--- src/rtl/chfc_pkg.sv ---
package chfc_pkg;

  localparam int LANE_W = 8;
  localparam int IDX_W  = 6;

  // Layout of one command byte, most significant field first.
  typedef struct packed {
    logic             skip;
    logic             wipe;
    logic [IDX_W-1:0] idx;
  } chfc_cmd_t;

  typedef enum logic [1:0] {
    ACT_IDLE = 2'd0,
    ACT_ONE  = 2'd1,
    ACT_ALL  = 2'd2
  } chfc_act_e;

  // The skip bit dominates: nothing else in the byte is looked at when it is set.
  function automatic chfc_act_e chfc_classify(input logic lane_en, input chfc_cmd_t cmd);
    if (!lane_en || cmd.skip) return ACT_IDLE;
    if (cmd.wipe)             return ACT_ALL;
    return ACT_ONE;
  endfunction

endpackage

--- src/rtl/chfc_addr_match.sv ---
module chfc_addr_match #(
  parameter int                NUM_LANES = 4,
  parameter int                ADDR_W    = 8,
  parameter logic [ADDR_W-1:0] CMD_ADDR  = 'h1C
) (
  input  logic                 wr_en,
  input  logic [ADDR_W-1:0]    wr_addr,
  input  logic [NUM_LANES-1:0] wr_be,
  output logic [NUM_LANES-1:0] lane_en
);

  localparam int OFS_W = $clog2(NUM_LANES);

  logic word_hit;
  logic unused_ofs;

  always_comb begin
    word_hit = wr_en && (wr_addr[ADDR_W-1:OFS_W] == CMD_ADDR[ADDR_W-1:OFS_W]);
    lane_en  = word_hit ? wr_be : '0;
  end

  assign unused_ofs = ^wr_addr[OFS_W-1:0];

endmodule

--- src/rtl/chfc_lane_decode.sv ---
module chfc_lane_decode
  import chfc_pkg::*;
#(
  parameter int NUM_CH = 64
) (
  input  logic              lane_en,
  input  logic [LANE_W-1:0] cmd_byte,
  output logic [NUM_CH-1:0] clr_mask
);

  chfc_cmd_t cmd;
  chfc_act_e act;

  always_comb begin
    cmd = chfc_cmd_t'(cmd_byte);
    act = chfc_classify(lane_en, cmd);
  end

  for (genvar c = 0; c < NUM_CH; c++) begin : g_ch
    assign clr_mask[c] = (act == ACT_ALL) ||
                         ((act == ACT_ONE) && (cmd.idx == IDX_W'(c)));
  end

endmodule

--- src/rtl/chfc_flag_bank.sv ---
module chfc_flag_bank #(
  parameter int NUM_CH = 64
) (
  input  logic              clk,
  input  logic              rst_n,
  input  logic [NUM_CH-1:0] set_i,
  input  logic [NUM_CH-1:0] clr_i,
  output logic [NUM_CH-1:0] flags_o
);

  logic [NUM_CH-1:0] flags_q;
  logic [NUM_CH-1:0] flags_d;
  logic              upd_en;

  // Set is ORed in after the clear, so a same-cycle event survives.
  always_comb begin
    flags_d = (flags_q & ~clr_i) | set_i;
    upd_en  = |(set_i | clr_i);
  end

  always_ff @(posedge clk or negedge rst_n) begin
    if (!rst_n) begin
      flags_q <= '0;
    end else if (upd_en) begin
      flags_q <= flags_d;
    end
  end

  assign flags_o = flags_q;

endmodule

--- src/rtl/chflag_clear_unit.sv ---
module chflag_clear_unit
  import chfc_pkg::*;
#(
  parameter int                NUM_CH   = 64,
  parameter int                DATA_W   = 32,
  parameter int                ADDR_W   = 8,
  parameter logic [ADDR_W-1:0] CMD_ADDR = 'h1C,
  parameter int                IRQ_LANE = 0,
  parameter int                ERR_LANE = 1
) (
  input  logic                       clk,
  input  logic                       rst_n,
  input  logic                       wr_en,
  input  logic [ADDR_W-1:0]          wr_addr,
  input  logic [DATA_W/LANE_W-1:0]   wr_be,
  input  logic [DATA_W-1:0]          wr_data,
  input  logic [NUM_CH-1:0]          irq_set,
  input  logic [NUM_CH-1:0]          err_set,
  output logic [NUM_CH-1:0]          irq_flags,
  output logic [NUM_CH-1:0]          err_flags
);

  localparam int NUM_LANES = DATA_W / LANE_W;
  localparam int NUM_BANKS = 2;

  logic [NUM_LANES-1:0] lane_en;
  logic [NUM_CH-1:0]    set_v  [NUM_BANKS];
  logic [NUM_CH-1:0]    clr_v  [NUM_BANKS];
  logic [NUM_CH-1:0]    flag_v [NUM_BANKS];
  logic                 unused_bits;

  chfc_addr_match #(
    .NUM_LANES (NUM_LANES),
    .ADDR_W    (ADDR_W),
    .CMD_ADDR  (CMD_ADDR)
  ) u_match (
    .wr_en   (wr_en),
    .wr_addr (wr_addr),
    .wr_be   (wr_be),
    .lane_en (lane_en)
  );

  assign set_v[0]  = irq_set;
  assign set_v[1]  = err_set;
  assign irq_flags = flag_v[0];
  assign err_flags = flag_v[1];

  for (genvar b = 0; b < NUM_BANKS; b++) begin : g_bank
    localparam int LANE = (b == 0) ? IRQ_LANE : ERR_LANE;

    chfc_lane_decode #(
      .NUM_CH (NUM_CH)
    ) u_dec (
      .lane_en  (lane_en[LANE]),
      .cmd_byte (wr_data[LANE*LANE_W +: LANE_W]),
      .clr_mask (clr_v[b])
    );

    chfc_flag_bank #(
      .NUM_CH (NUM_CH)
    ) u_bank (
      .clk     (clk),
      .rst_n   (rst_n),
      .set_i   (set_v[b]),
      .clr_i   (clr_v[b]),
      .flags_o (flag_v[b])
    );
  end

  // Lanes without a command register are accepted and dropped.
  assign unused_bits = ^{wr_data, lane_en};

endmodule

--- config.mk ---
export PLATFORM = sky130hd
export DESIGN_NAME = chflag_clear_unit
export DESIGN_NICKNAME = d
export VERILOG_FILES = /design/src/rtl/chfc_pkg.sv /design/src/rtl/chfc_addr_match.sv /design/src/rtl/chfc_lane_decode.sv /design/src/rtl/chfc_flag_bank.sv /design/src/rtl/chflag_clear_unit.sv
export SDC_FILE = /design/constraint.sdc
export NUM_CORES = 1
export LEC_CHECK = 0
export BUFFER_PORTS_ARGS = -buffer_cell sky130_fd_sc_hd__buf_2
export CORE_ASPECT_RATIO = 0.75
export CORE_MARGIN = 2
export CORE_UTILIZATION = 42
export DETAILED_ROUTE_END_ITERATION = 12
export PLACE_DENSITY = 0.79
export SYNTH_ARGS = -nofsm -noshare
export SYNTH_HDL_FRONTEND = slang
export SYNTH_HIERARCHICAL = 1
export SYNTH_SLANG_ARGS = --single-unit
export TNS_END_PERCENT = 5
--- constraint.sdc ---
create_clock -name clk -period 0.8 [get_ports clk]
set_clock_uncertainty 0.05 [all_clocks]
set_input_delay 0.04 -clock clk [delete_from_list [all_inputs] [get_ports clk]]
set_output_delay 0.04 -clock clk [all_outputs]
set_load 0.01 [all_outputs]
## After elaboration in Yosys (flattened, before gate mapping)

Cells that the tools add are included.

| word-level totals | value |
|---|---|
| bits in registers | 128 |
| output and inout bits | 128 |
| word-level logic and storage cells | 421 |

| cells by class | value |
|---|---|
| multiplexer cells | 15 |
| equality and inequality tests | 131 |
| bitwise gates (word level) | 8 |
| reduce and logical (&&, ||, !) cells | 265 |

Operators by type and width:

| kind | count |
|---|---|
| equality test 6 bit (second input constant) | 64 |
| OR 64 bit | 4 |
| equality test 6 x 5 -> 1 bit (second input constant) | 32 |
| logical OR 1 bit | 130 |
| logical AND 1 bit | 129 |
| AND 64 bit | 2 |
| inverter 64 bit | 2 |
| OR reduction 64 bit | 2 |
| equality test 6 x 4 -> 1 bit (second input constant) | 16 |
| equality test 6 x 3 -> 1 bit (second input constant) | 9 |
| equality test 6 x 2 -> 1 bit (second input constant) | 4 |
| 2-to-1 mux 2 bit | 9 |
| equality test 6 x 1 -> 1 bit (second input constant) | 2 |
| logical NOT 6 bit | 2 |
| 2-to-1 mux 1 bit | 6 |
| equality test 2 x 1 -> 1 bit (second input constant) | 2 |
| equality test 2 bit (second input constant) | 2 |
| logical NOT 1 bit | 2 |

## Depth between registers and ports, before layout

| depth | value |
|---|---|
| depth in word-level cells | 15 |
| mapped depth | 8 |

## Modules after synthesis

The synthesis kept the hierarchy.

By module, submodules not included:

| module | cells each | sequential area each (um^2) | area an instance (um^2) | times used |
|---|---|---|---|---|
| chfc_flag_bank | 192 | 1601.5 | 2322.2 | 2 |
| chfc_lane_decode | 110 | 0.0 | 795.8 | 2 |
| chfc_addr_match | 10 | 0.0 | 71.3 | 1 |

## Worst setup path before layout

OpenSTA, ideal clock, no wires.

| timing path | value |
|---|---|
| kind | in2reg |
| start | in wr_addr[5] |
| end | reg g_bank[0].u_bank.flags_q[15] |
| data arrival time | 1.764 ns |
| setup slack | -1.132 ns |
| stages on the path | 8 |
| buffers on the path | 2 |
| path through | nand4bb_4 nor4_1 or4b_1 clkbuf_2 buf_6 o31ai_1 inv_1 a21o_1 |

RTL lines:

| element | line | RTL |
|---|---|---|
| start: declaration | chflag_clear_unit.sv:14 | `input logic [ADDR_W-1:0] wr_addr,` |
| end signal: assignment | chfc_flag_bank.sv:25 | `flags_q <= flags_d;` |
| end: declaration | chfc_flag_bank.sv:11 | `logic [NUM_CH-1:0] flags_q;` |

==> reports/qor.csv <==
metric,value,unit
number of flip-flops under the largest register name,128,
first-pass GRT wire length,34200,um
final worst setup slack,-838,ps
diodes inserted,0,
Design Power,16.8,mW
via count,6663,
Critical Path End,g_bank[1].u_bank/flags_o[11],
post-detailed-route wirelength per cell,18.7,um
GRT overflow,0,
critical path type,input pin to flip-flop,
CP Cell Sequence,buf_6 > nand4bb_4 > nor4_4 > or4b_4 > buf_12 > o31ai_4 > inv_1 > a21o_1,
clock-pin transition on the worst setup and hold timing paths,60,ps
slowest CP cell,or4b_4,
P&R area growth vs syn,71.1,%
min-delay worst type,input pin to async pin,
fin. max-slew vios,0,
DR DRC count,0,
R2R Path End,g_bank[0].u_bank/flags_o[61],
Vias/cell,5.38,
Power Internal,13.0,mW
critical path depth in cells,8,
Relative slew margins,69.9,%
register share of total power,38.7,%
f_max,0.610,GHz
IO Count,303,
"Clk Latency, worst-skew pair",400,ps
CP peak stage delay,510,ps
Die ar.,16000,sq um
R2R Setup Slk,40,ps
chip height,110,um
combinational fraction of design power,9.9,%
Max clock buf depth,2,
CTS tree,done,
"worst slack, placed",-1320,ps
Worst Path Arrival,1870,ps
fin nets,1201,
R2R Path Start,g_bank[0].u_bank/flags_o[61],
Port Buffers,282,
1st-pass router iterations,5,
outcome,"complete, but fails checks",
crit start category,input pin,
placed cells,1076,
total track usage,27.2,%
cts bufs inserted,17,
Slew @ Worst Pin,449,ps
synthesized cell area,6290,sq um
Core Region,14500,sq um
Crit path max-delay family,simple AND/OR/NAND/NOR gates,
peak supply drop,1.28,mV
pin count of the biggest net entering global routing,65,
Max-Cap Viols,0,
"Hold Vio Cnt, Final",0,
DRT iter0 DRCs,402,
Root Driver,clkbuf_16,
Die W,145,um
Critical Path End Type,flip-flop,
Routed WL,23100,um
syn_area_per_cell,10.3,sq um
fin cells,1239,
Util after Layout,73.9,%
Placer Congestion,0.818,
clock share of power,51.4,%
Synthesized Nets,785,
layout cell share with drive strength beyond 1,41.4,%
Power Dens Cells,1560,nW/um^2
"Req. time, crit path",1030,ps
worst r2r path cells,1,
vias in the first global route,6608,
detailed placer's ending HPWL,13500,um
Worst Path Buf+Inv,3,
synth warn,6,
Tcrit/Tclk final,205,%
Row Count,38,
switching share of total power,22.4,%
Post-Synthesis Cells,610,
failing checks,setup timing,
post-route ant nets,0,
Final setup viols,256,
CP Launch Point,wr_addr[5],
initial antenna violation count,0,
initial core utilization,43.2,%
min Tclk post-route,1640,ps
RSZ-0062 raised after global routing,true,
NetSw,3.75,mW
# clock sinks,128,
hold buffer count at CTS,129,
CP max FO,32,
H-tree levels,4,
leak pwr,3.99,nW
## power by group through the flow
stage          clock (mW)  sequential (mW)  combinational (mW)
2_1_floorplan           0             6.61               0.256
3_3_place_gp            0             6.60                1.01
3_5_place_dp            0             6.60                1.03
4_1_cts              8.77             6.49                1.56
5_1_grt              9.09             6.49                1.76
6_report             8.62             6.49                1.66
## area by class of cell
cell class,instances,area (sq um)
clock buffer,20,447
multi-input combinational,298,2800
sequential,128,3200
inverter,132,495
fill,939,3790
clock inverter,12,208
timing repair buffer,449,3350
tap,200,250
## timing repair
action                     in CTS  in global routing
setup endpoints to repair     256                256
buffers inserted                2                  0
gates resized for setup        48                 69
hold endpoints to repair      256                  5
pin swaps                       6                  4
## per-stage QoR
stage | cell area (sq um) | setup TNS, ps | hold WS [ps]
4_1_cts | 10400 | -113790 | -36.4
6_report | 10800 | -114180 | 3.08
5_1_grt | 10800 | -127010 | -11.9
3_3_place_gp | 8130 | -137170 | -139
2_1_floorplan | 6320 | -114660 | -306
3_5_place_dp | 8130 | -137310 | -139
## layer usage
metal / vias to the layer above / share of wire, % / global-route usage [%]
met2: 340 / 50 / 45.0
met3: 93 / 6.0 / 6.22
met1: 3243 / 39 / 34.1
met5: - / 0 / 0
met4: 0 / 4.6 / 13.7
li1: 2987 / - / -
## cells in the final DEF, fill, tap and decap left out
| cell type | instances |
|---|---|
| o31ai_1 | 57 |
| or4b_4 | 2 |
| buf_12 | 10 |
| clkinv_4 | 3 |
| clkbuf_8 | 1 |
| or4b_1 | 8 |
| or4_4 | 2 |
| dfrtp_1 | 128 |
| a21o_1 | 128 |
| nand2_1 | 1 |
| inv_1 | 132 |
| clkinvlp_4 | 3 |
| bufinv_16 | 5 |
| buf_4 | 27 |
| clkbuf_1 | 2 |
| nand4bb_4 | 3 |
| nand4b_1 | 8 |
| nand4bb_1 | 12 |
| o31ai_2 | 67 |
| buf_2 | 245 |
| dlygate4sd3_1 | 129 |
| inv_6 | 1 |
| o31ai_4 | 4 |
| nand3b_1 | 2 |
| nor4_4 | 2 |
| nand4_1 | 2 |
| buf_6 | 38 |
| clkbuf_16 | 17 |
## worst min path at each step
stage,end,depth (start not counted)
after detailed placement,g_bank[1].u_bank/flags_o[61],1
after CTS,g_bank[1].u_bank/flags_o[58],2
after global placement,g_bank[1].u_bank/flags_o[61],1
final,g_bank[1].u_bank/flags_o[58],2
after global routing,g_bank[1].u_bank/flags_o[58],2
after floorplan,g_bank[0].u_bank/flags_o[0],0
Power figures use the tool's default switching activity.
